===== src/rtl/od_pkg.sv =====
package od_pkg;

  localparam int IN_W  = 2;
  localparam int OUT_W = 2;

  // Adjacent-code assignment: idle<->x2first, idle<->waiting, waiting<->x1first
  typedef enum logic [1:0] {
    ST_IDLE    = 2'b00,
    ST_X2FIRST = 2'b01,
    ST_WAIT    = 2'b10,
    ST_X1FIRST = 2'b11
  } od_state_e;

  // input coding is {x1, x2}
  function automatic od_state_e od_next(od_state_e s, logic [IN_W-1:0] xin);
    od_state_e n;
    n = s;
    unique case (s)
      ST_IDLE: begin
        if (xin == 2'b11)      n = ST_X2FIRST;
        else if (xin == 2'b10) n = ST_WAIT;
        else                   n = ST_IDLE;
      end
      ST_X2FIRST: n = (xin == 2'b00) ? ST_IDLE : ST_X2FIRST;
      ST_WAIT: begin
        if (xin == 2'b11)      n = ST_X1FIRST;
        else if (xin == 2'b01) n = ST_IDLE;
        else                   n = ST_WAIT;
      end
      ST_X1FIRST: n = (xin == 2'b00) ? ST_WAIT : ST_X1FIRST;
      default: n = ST_IDLE;
    endcase
    return n;
  endfunction

  function automatic logic [OUT_W-1:0] od_out(od_state_e s, logic [IN_W-1:0] xin);
    logic active;
    active = |xin;
    if (s == ST_X2FIRST && active)      return 2'b10;
    else if (s == ST_X1FIRST && active) return 2'b01;
    else                                return 2'b00;
  endfunction

  function automatic logic od_multi(logic [IN_W-1:0] now_v, logic [IN_W-1:0] was_v);
    return &(now_v ^ was_v);
  endfunction

endpackage


===== src/rtl/od_sync.sv =====
module od_sync #(
  parameter int WIDTH  = 2,
  parameter int STAGES = 2
) (
  input  logic             clk,
  input  logic             rst_n,
  input  logic [WIDTH-1:0] din,
  output logic [WIDTH-1:0] dout
);

  logic [WIDTH-1:0] pipe [STAGES];

  always_ff @(posedge clk or negedge rst_n) begin
    if (!rst_n) pipe[0] <= '0;
    else        pipe[0] <= din;
  end

  generate
    for (genvar i = 1; i < STAGES; i++) begin : g_stage
      always_ff @(posedge clk or negedge rst_n) begin
        if (!rst_n) pipe[i] <= '0;
        else        pipe[i] <= pipe[i-1];
      end
    end
  endgenerate

  assign dout = pipe[STAGES-1];

endmodule


===== src/rtl/od_state.sv =====
module od_state
  import od_pkg::*;
(
  input  logic            clk,
  input  logic            rst_n,
  input  logic [IN_W-1:0] xs,
  output od_state_e       state,
  output logic            multi_err
);

  od_state_e       state_q, state_d;
  logic [IN_W-1:0] xs_prev;
  logic            both_moved;

  assign state_d    = od_next(state_q, xs);
  assign both_moved = od_multi(xs, xs_prev);

  always_ff @(posedge clk or negedge rst_n) begin
    if (!rst_n) begin
      state_q   <= ST_IDLE;
      xs_prev   <= '0;
      multi_err <= 1'b0;
    end else begin
      state_q   <= state_d;
      xs_prev   <= xs;
      multi_err <= both_moved;
    end
  end

  assign state = state_q;


  state_hop_chk: assert property (@(posedge clk) disable iff (!rst_n)
    $countones(state_q ^ $past(state_q)) <= 1);


  x2_hold_chk: assert property (@(posedge clk) disable iff (!rst_n)
    (state_q == ST_X2FIRST && xs != 2'b00) |=> state_q == ST_X2FIRST);


  x1_hold_chk: assert property (@(posedge clk) disable iff (!rst_n)
    (state_q == ST_X1FIRST && xs != 2'b00) |=> state_q == ST_X1FIRST);


  single_move_chk: assert property (@(posedge clk) disable iff (!rst_n)
    ($countones(xs ^ xs_prev) < 2) |=> !multi_err);

endmodule


===== src/rtl/od_outdec.sv =====
module od_outdec
  import od_pkg::*;
(
  input  od_state_e        state,
  input  logic [IN_W-1:0]  xs,
  output logic [OUT_W-1:0] z
);

  assign z = od_out(state, xs);


  always_comb begin
    z_code_chk: assert ($onehot0(z));
  end

endmodule


===== src/rtl/order_detect.sv =====
module order_detect
  import od_pkg::*;
#(
  parameter int SYNC_STAGES = 2
) (
  input  logic       clk,
  input  logic       rst_n,
  input  logic [1:0] x,
  output logic [1:0] z,
  output logic       multi_change_err
);

  logic [IN_W-1:0] x_sync;
  od_state_e       cur_state;

  od_sync #(.WIDTH(IN_W), .STAGES(SYNC_STAGES)) u_sync (
    .clk  (clk),
    .rst_n(rst_n),
    .din  (x),
    .dout (x_sync)
  );

  od_state u_state (
    .clk      (clk),
    .rst_n    (rst_n),
    .xs       (x_sync),
    .state    (cur_state),
    .multi_err(multi_change_err)
  );

  od_outdec u_dec (
    .state(cur_state),
    .xs   (x_sync),
    .z    (z)
  );


  idle_zero_chk: assert property (@(posedge clk) disable iff (!rst_n)
    (x_sync == 2'b00) |-> (z == 2'b00));

endmodule


===== config.mk =====
export PLATFORM = sky130hd
export DESIGN_NAME = order_detect
export DESIGN_NICKNAME = d
export VERILOG_FILES = /design/src/rtl/od_pkg.sv /design/src/rtl/od_sync.sv /design/src/rtl/od_state.sv /design/src/rtl/od_outdec.sv /design/src/rtl/order_detect.sv
export SDC_FILE = /design/constraint.sdc
export NUM_CORES = 1
export LEC_CHECK = 0
export ABC_AREA = 0
export CORE_AREA = 8 8 45 47
export CTS_CLUSTER_SIZE = 28
export DETAILED_ROUTE_END_ITERATION = 8
export DIE_AREA = 0 0 53 55
export GPL_TIMING_DRIVEN = 0
export PLACE_DENSITY_LB_ADDON = 0.3
export SYNTH_ARGS = -nofsm -noshare
export SYNTH_HDL_FRONTEND = slang
export SYNTH_SLANG_ARGS = --single-unit
export TNS_END_PERCENT = 5

===== constraint.sdc =====
create_clock -name clk -period 1.01 [get_ports clk]
set_input_delay 0.202 -clock clk [delete_from_list [all_inputs] [get_ports clk]]
set_output_delay 0.202 -clock clk [all_outputs]
set_load 0.01 [all_outputs]

==> results by group, run 1 <==
Power and ir drop
  – Max VDD drop: 565 uV
  – Total power per unit cell area: 1850 mW/mm^2
  – Leakage power: 0.201 nW

Timing
  – Count of final max-slew check failures: 0
  – Final setup margin: -0.221 ns
  – Fmax: 0.812 GHz
  – Pin slew with the least headroom to its limit: 0.390 ns
  – Final period utilization: 122%
  – Relative slew slack: 73.9%
  – Final Hold Fails: 0
  – RSZ-0062 raised after global routing: yes
  – Min cycle time layout: 1.23 ns
  – Clock Skew: 0.00257 ns
  – Endpoints failing setup: 2

Routing
  – Vias per Instance: 3.71
  – Post-route antenna net violation count: 0
  – Vias: 193
  – Pre-antenna DRT Iters: 4
  – Avg WL per Cell: 9.35 um
  – DRC viols: 0
  – 1st-iter DRT viols: 3
  – Final wirelength: 486 um

Logic synthesis
  – Synthesized instance count: 22
  – Dominant synthesized flop cell: dfrtp_1
  – Synthesized cell area: 289 um^2
  – Area leader, netlist: dfrtp_1
  – Largest cells by area after synthesis: dfrtp_1, xnor2_1, o21ai_0
  – Register area share after synthesis: 77.9%
  – Yosys warns: 0
  – Post-synthesis simple-gate area fraction: 6.49%
  – Most instantiated cells after synthesis: dfrtp_1, nor2_1, o21ai_0
  – Cell variety after synth: 7
  – Compound-Gate Fraction of Synth Area: 6.93%
  – Synth Area per Inst: 13.1 um^2
  – Ys async rst share: 100%
  – Syn Nets: 26
  – Post-synth top area share: 77.9%
  – Mux share of post-synthesis cell area: 0%
  – EDFF count, synth: 0
  – Most frequent cell after synthesis: dfrtp_1
  – Synth Area in Adders: 0%
  – Synth Register Bits: 9
  – Post-Synth XOR/XNOR Area: 6.06%
  – Main combinational cell family by area after synthesis: compound AO/OA/AOI/OAI gates

Global routing
  – Antenna violations before repair: 0
  – First-pass GRT wire length: 786 um
  – GR Util All Layers: 4.02%
  – Grt total ovfl: 0
  – Pin count of the biggest net entering global routing: 10
  – Vias in the first global route: 226

Die
  – Std-Cell Rows: 14
  – Die X: 53 um
  – Die height: 55 um
  – Core area: 0.00138 mm^2
  – IO Pins: 7
  – Initial Utilization: 20.9%
  – Die ar.: 0.00292 mm^2

Final layout
  – Synth-to-Final Area Change: 43.3%
  – # diodes: 0
  – Layout Nets: 41
  – Layout cell share with drive strength beyond 1: 30.6%
  – Non-filler cells, final: 52
  – Fillers: 140
  – Fin util: 29.9%

Clock network
  – Root buffer cell: clkbuf_4
  – Later-pin clock latency in the skew report: 0.25 ns
  – CTS Buf Count: 3
  – CTS sink count: 9
  – Htree depth: 1
  – Post-cts hold buffer count: 0
  – Maximum clock path buffer count: 2
  – Clock-pin transition on the worst setup and hold timing paths: 0.06 ns
  – CTS tree: built

Critical path
  – Worst path arrival time: 1.03 ns
  – Worst Path Max Fanout: 3
  – Crit-path max cell delay: 0.40 ns
  – CP Data Required Time: 0.81 ns
  – Critical path class: reg -> out
  – Slowest cell on crit path: dfrtp_1
  – CP Capture Type: output port
  – Crit path cell chain: o21ai_2, nor2_1, buf_2
  – Setup crit start kind: register

Job
  – Max_cap viols: 0

Run status
  – Failing checks: negative setup slack
  – Status: finished with violations

Placed design
  – HPWL Detailed: 343 um
  – Placed Cells: 44
  – Gp weighted congestion: 0.715
  – Buffers added on ports: 6

Hold path
  – Min-Delay Path Class: in -> async
-- cell type report --
class / instances / area (um^2) / area share [%]
Multi-Input combinational cell: 11 / 60.1 / 14.5
Tap cell: 16 / 20.0 / 4.83
Timing Repair Buffer: 10 / 75.1 / 18.1
Clock buffer: 4 / 26.3 / 6.34
Sequential cell: 9 / 225 / 54.4
Inverter: 2 / 7.51 / 1.81
-- cell usage in the layout, fill, tap and decap left out --
master           n
buf_2            3
dfrtp_1          9
clkbuf_1         1
o21ai_2          1
nor2_1           3
a21oi_1          1
buf_4            4
xnor2_1          2
inv_1            2
clkdlybuf4s50_1  3
nand2_1          2
o21ai_0          2
clkbuf_4         3
-- worst max-delay path, delay by kind of cell (launching register included) --
kind	cells	cell delay (ns)
and+or+nand+nor	1	0.06
buffers and inverters	1	0.14
DFF	1	0.40
AOI/OAI and AO/OA	1	0.19
-- path summary, 6_finish.rpt --
kind / start / end / slack, ns / cells after the start
hold reg to reg: u_sync.pipe[3]$_DFF_PN0_ / u_sync.dout[1]$_DFF_PN0_ / 0.35 / 0
setup / recovery: u_sync.dout[0]$_DFF_PN0_ / z[1] / -0.22 / 3
hold / removal: rst_n / u_sync.pipe[3]$_DFF_PN0_ / 0.24 / 1
setup reg to reg: u_sync.dout[0]$_DFF_PN0_ / u_state.state[0]$_DFF_PN0_ / 0.07 / 4
min in group clk: u_sync.pipe[3]$_DFF_PN0_ / u_sync.dout[1]$_DFF_PN0_ / 0.35 / 0
max in group asynchronous: rst_n / u_state.xs_prev[0]$_DFF_PN0_ / 0.50 / 1
-- sequential cells by signal, indices dropped and copies added (netlist names) --
| signal | cells |
|---|---|
| u_state.xs_prev | 2 |
| u_sync.dout | 2 |
| u_sync.pipe | 2 |
| u_state.state | 2 |
| u_state.multi_err | 1 |
-- metrics by stage --
step	setup TNS (ns)	total power [mW]	cell area, um^2	hold WS (ns)	setup WS [ns]
floorplan	0	0.445	289	-0.0936	0.0452
global placement	-0.904	0.496	369	0.336	-0.441
detailed placement	-0.958	0.500	369	0.344	-0.468
CTS	-0.422	0.778	407	0.244	-0.215
global route	-0.556	0.828	414	0.257	-0.281
finish	-0.434	0.768	414	0.237	-0.221
-- where the power goes --
group          switching, mW  internal [mW]
clock                  0.116          0.152
combinational         0.0441         0.0522
sequential            0.0164          0.388
-- kinds of logic (layout without fill, tap and decap cells) --
group	count (synthesis)	after routing
flip-flops	9	9
XOR/XNOR	2	2
buffers and inverters	2	16
AND/OR/NAND/NOR	5	5
AO/OA/AOI/OAI	4	4
-- layer usage --
layer / global-route usage (%) / up-vias / routed length, um
met5: 0 / - / 0
li1: - / 96 / -
met1: 3.58 / 92 / 190
met4: 6.90 / 0 / 0
met2: 5.08 / 5 / 252
met3: 2.14 / 0 / 43
-- repair_timing --
| item | in CTS | in global routing |
|---|---|---|
| resized for setup | 14 | 0 |
| buffers inserted | 3 | 1 |
| setup endpoints to repair | 3 | 2 |
| pin swaps | 1 | 1 |
No activity file was read; power rests on OpenSTA's default activity.
==> run 2: changes to the inputs <==
--- a/config.mk
+++ b/config.mk
@@ -12,6 +12,7 @@
 export DIE_AREA = 0 0 53 55
 export GPL_TIMING_DRIVEN = 0
 export PLACE_DENSITY_LB_ADDON = 0.3
+export SETUP_SLACK_MARGIN = 0.5
 export SYNTH_ARGS = -nofsm -noshare
 export SYNTH_HDL_FRONTEND = slang
 export SYNTH_SLANG_ARGS = --single-unit
==> constraint.sdc (replaced) <==
create_clock -name clk -period 1.1 [get_ports clk]
set_input_delay 0.22 -clock clk [delete_from_list [all_inputs] [get_ports clk]]
set_output_delay 0.22 -clock clk [all_outputs]
set_load 0.01 [all_outputs]
==> results by group, run 2 (same netlist as run 1, synthesis figures left out) <==
Final layout
  – Fillers: 142
  – Layout cell share with drive strength beyond 1: 40.5%
  – Most common cell after layout, fill and taps aside: dfrtp_1
  – # diodes: 0
  – Most frequent cells in the layout: dfrtp_1, nor2_1, clkbuf_4, buf_6, buf_4
  – Non-filler cells, final: 53
  – Layout Nets: 42
  – Synth-to-Final Area Change: 59.7%
  – Final instance area: 462 um^2
  – Fin util: 33.4%

Routing
  – Vias per Instance: 3.96
  – 1st-iter DRT viols: 0
  – Vias: 210
  – Avg WL per Cell: 9.85 um
  – Final wirelength: 522 um
  – Pre-antenna DRT Iters: 1
  – DRC viols: 0
  – Post-route antenna net violation count: 0

Placed design
  – Buffers added on ports: 6
  – HPWL Detailed: 366 um
  – Placed Area: 373 um^2
  – Placed Cells: 44
  – Gp weighted congestion: 0.700
  – Post-Place Setup Slack: -0.284 ns

Power and ir drop
  – Net Sw Power: 0.160 mW
  – Share of total power in combinational logic: 15.0%
  – Clock power frac: 32.5%
  – Total power per unit cell area: 1560 mW/mm^2
  – Sequential power share: 52.5%
  – Leakage power: 0.230 nW
  – Max VDD drop: 541 uV
  – Total power: 0.719 mW
  – Int Power: 0.559 mW
  – Sw Ratio: 22.3%

Critical path
  – CP Data Required Time: 0.88 ns
  – Worst Path Max Fanout: 3
  – Crit path cell chain: o21ai_4, nor2_1, buf_2
  – Critical path class: reg -> out
  – Worst path arrival time: 1.01 ns
  – Setup crit start kind: register
  – Slowest cell on crit path: dfrtp_1
  – CP Capture Type: output port
  – Crit-path max cell delay: 0.41 ns

Clock network
  – Post-cts hold buffer count: 0
  – Later-pin clock latency in the skew report: 0.25 ns
  – Htree depth: 1
  – CTS tree: built
  – CTS Buf Count: 3
  – Maximum clock path buffer count: 2
  – Root buffer cell: clkbuf_4
  – CTS sink count: 9
  – Clock-pin transition on the worst setup and hold timing paths: 0.05 ns

Die
  – Core area: 0.00138 mm^2
  – Initial Utilization: 20.9%
  – Die ar.: 0.00292 mm^2
  – Std-Cell Rows: 14
  – Die height: 55 um
  – IO Pins: 7
  – Die X: 53 um

Timing
  – Clock Skew: 0.00151 ns
  – Relative slew slack: 73.4%
  – Setup TNS: -0.266 ns
  – Final Hold Fails: 9
  – Final setup margin: -0.135 ns
  – Pin slew with the least headroom to its limit: 0.399 ns
  – Final period utilization: 112%
  – Fmax: 0.810 GHz
  – Min cycle time layout: 1.23 ns
  – Count of final max-slew check failures: 0
  – Endpoints failing setup: 2
  – Hold Worst Slack: -0.122 ns
  – RSZ-0062 raised after global routing: yes

Global routing
  – Antenna violations before repair: 0
  – First-pass GRT wire length: 883 um
  – Pin count of the biggest net entering global routing: 10
  – GR Util All Layers: 4.35%
  – Vias in the first global route: 232
  – Grt total ovfl: 0

Hold path
  – Min-Delay Path Class: in -> async

Run status
  – Status: finished with violations
  – Failing checks: negative hold slack, negative setup slack

Job
  – Max_cap viols: 0
==> run 2: power by group through the flow <==
stage	Sequential, mW	Clock [mW]	Combinational (mW)
2_1_floorplan	0.379	0	0.0329
3_5_place_dp	0.381	0	0.0826
3_3_place_gp	0.379	0	0.0795
5_1_grt	0.380	0.278	0.120
6_report	0.377	0.234	0.108
4_1_cts	0.373	0.252	0.0904
==> run 2: repair_timing <==
item	CTS	global route
resized for setup	16	5
pin swaps	1	2
endpoints found under the hold margin	0	9
endpoints found under the setup margin	6	9
buffers inserted	3	2
==> run 2: path summary, 6_finish.rpt <==
check / cells after the start / slack (ns) / startpoint / end
max: 3 / -0.13 / u_sync.dout[0]$_DFF_PN0_ / z[1]
min: 1 / -0.12 / rst_n / u_state.xs_prev[1]$_DFF_PN0_
max reg2reg: 4 / 0.13 / u_sync.dout[0]$_DFF_PN0_ / u_state.multi_err$_DFF_PN0_
min reg2reg: 0 / 0.35 / u_sync.pipe[3]$_DFF_PN0_ / u_sync.dout[1]$_DFF_PN0_
max in group asynchronous: 1 / 0.92 / rst_n / u_sync.dout[1]$_DFF_PN0_
min in group clk: 0 / 0.35 / u_sync.pipe[3]$_DFF_PN0_ / u_sync.dout[1]$_DFF_PN0_
==> run 2: final cells by class <==
| cell class | instances | area (um^2) | area share, % |
|---|---|---|---|
| Sequential cell | 9 | 226 | 49.1 |
| Multi-Input combinational cell | 11 | 82.6 | 17.9 |
| Timing Repair Buffer | 11 | 98.8 | 21.4 |
| Clock buffer | 4 | 26.3 | 5.69 |
| Inverter | 2 | 7.51 | 1.63 |
| Tap cell | 16 | 20.0 | 4.34 |
==> run 2: worst max-delay path: cells and delay by family, from the launching register on <==
kind                   cells  cell delay, ns
AOI/OAI and AO/OA          1            0.17
DFF                        1            0.41
and+or+nand+nor            1            0.05
buffers and inverters      1            0.14
==> run 2: metal layers <==
metal / track usage, % / vias to the layer above / wire, um
met3: 2.67 / 0 / 38
met2: 7.42 / 5 / 284
li1: - / 99 / -
met1: 3.41 / 106 / 199
met5: 0 / - / 0
met4: 3.88 / 0 / 0
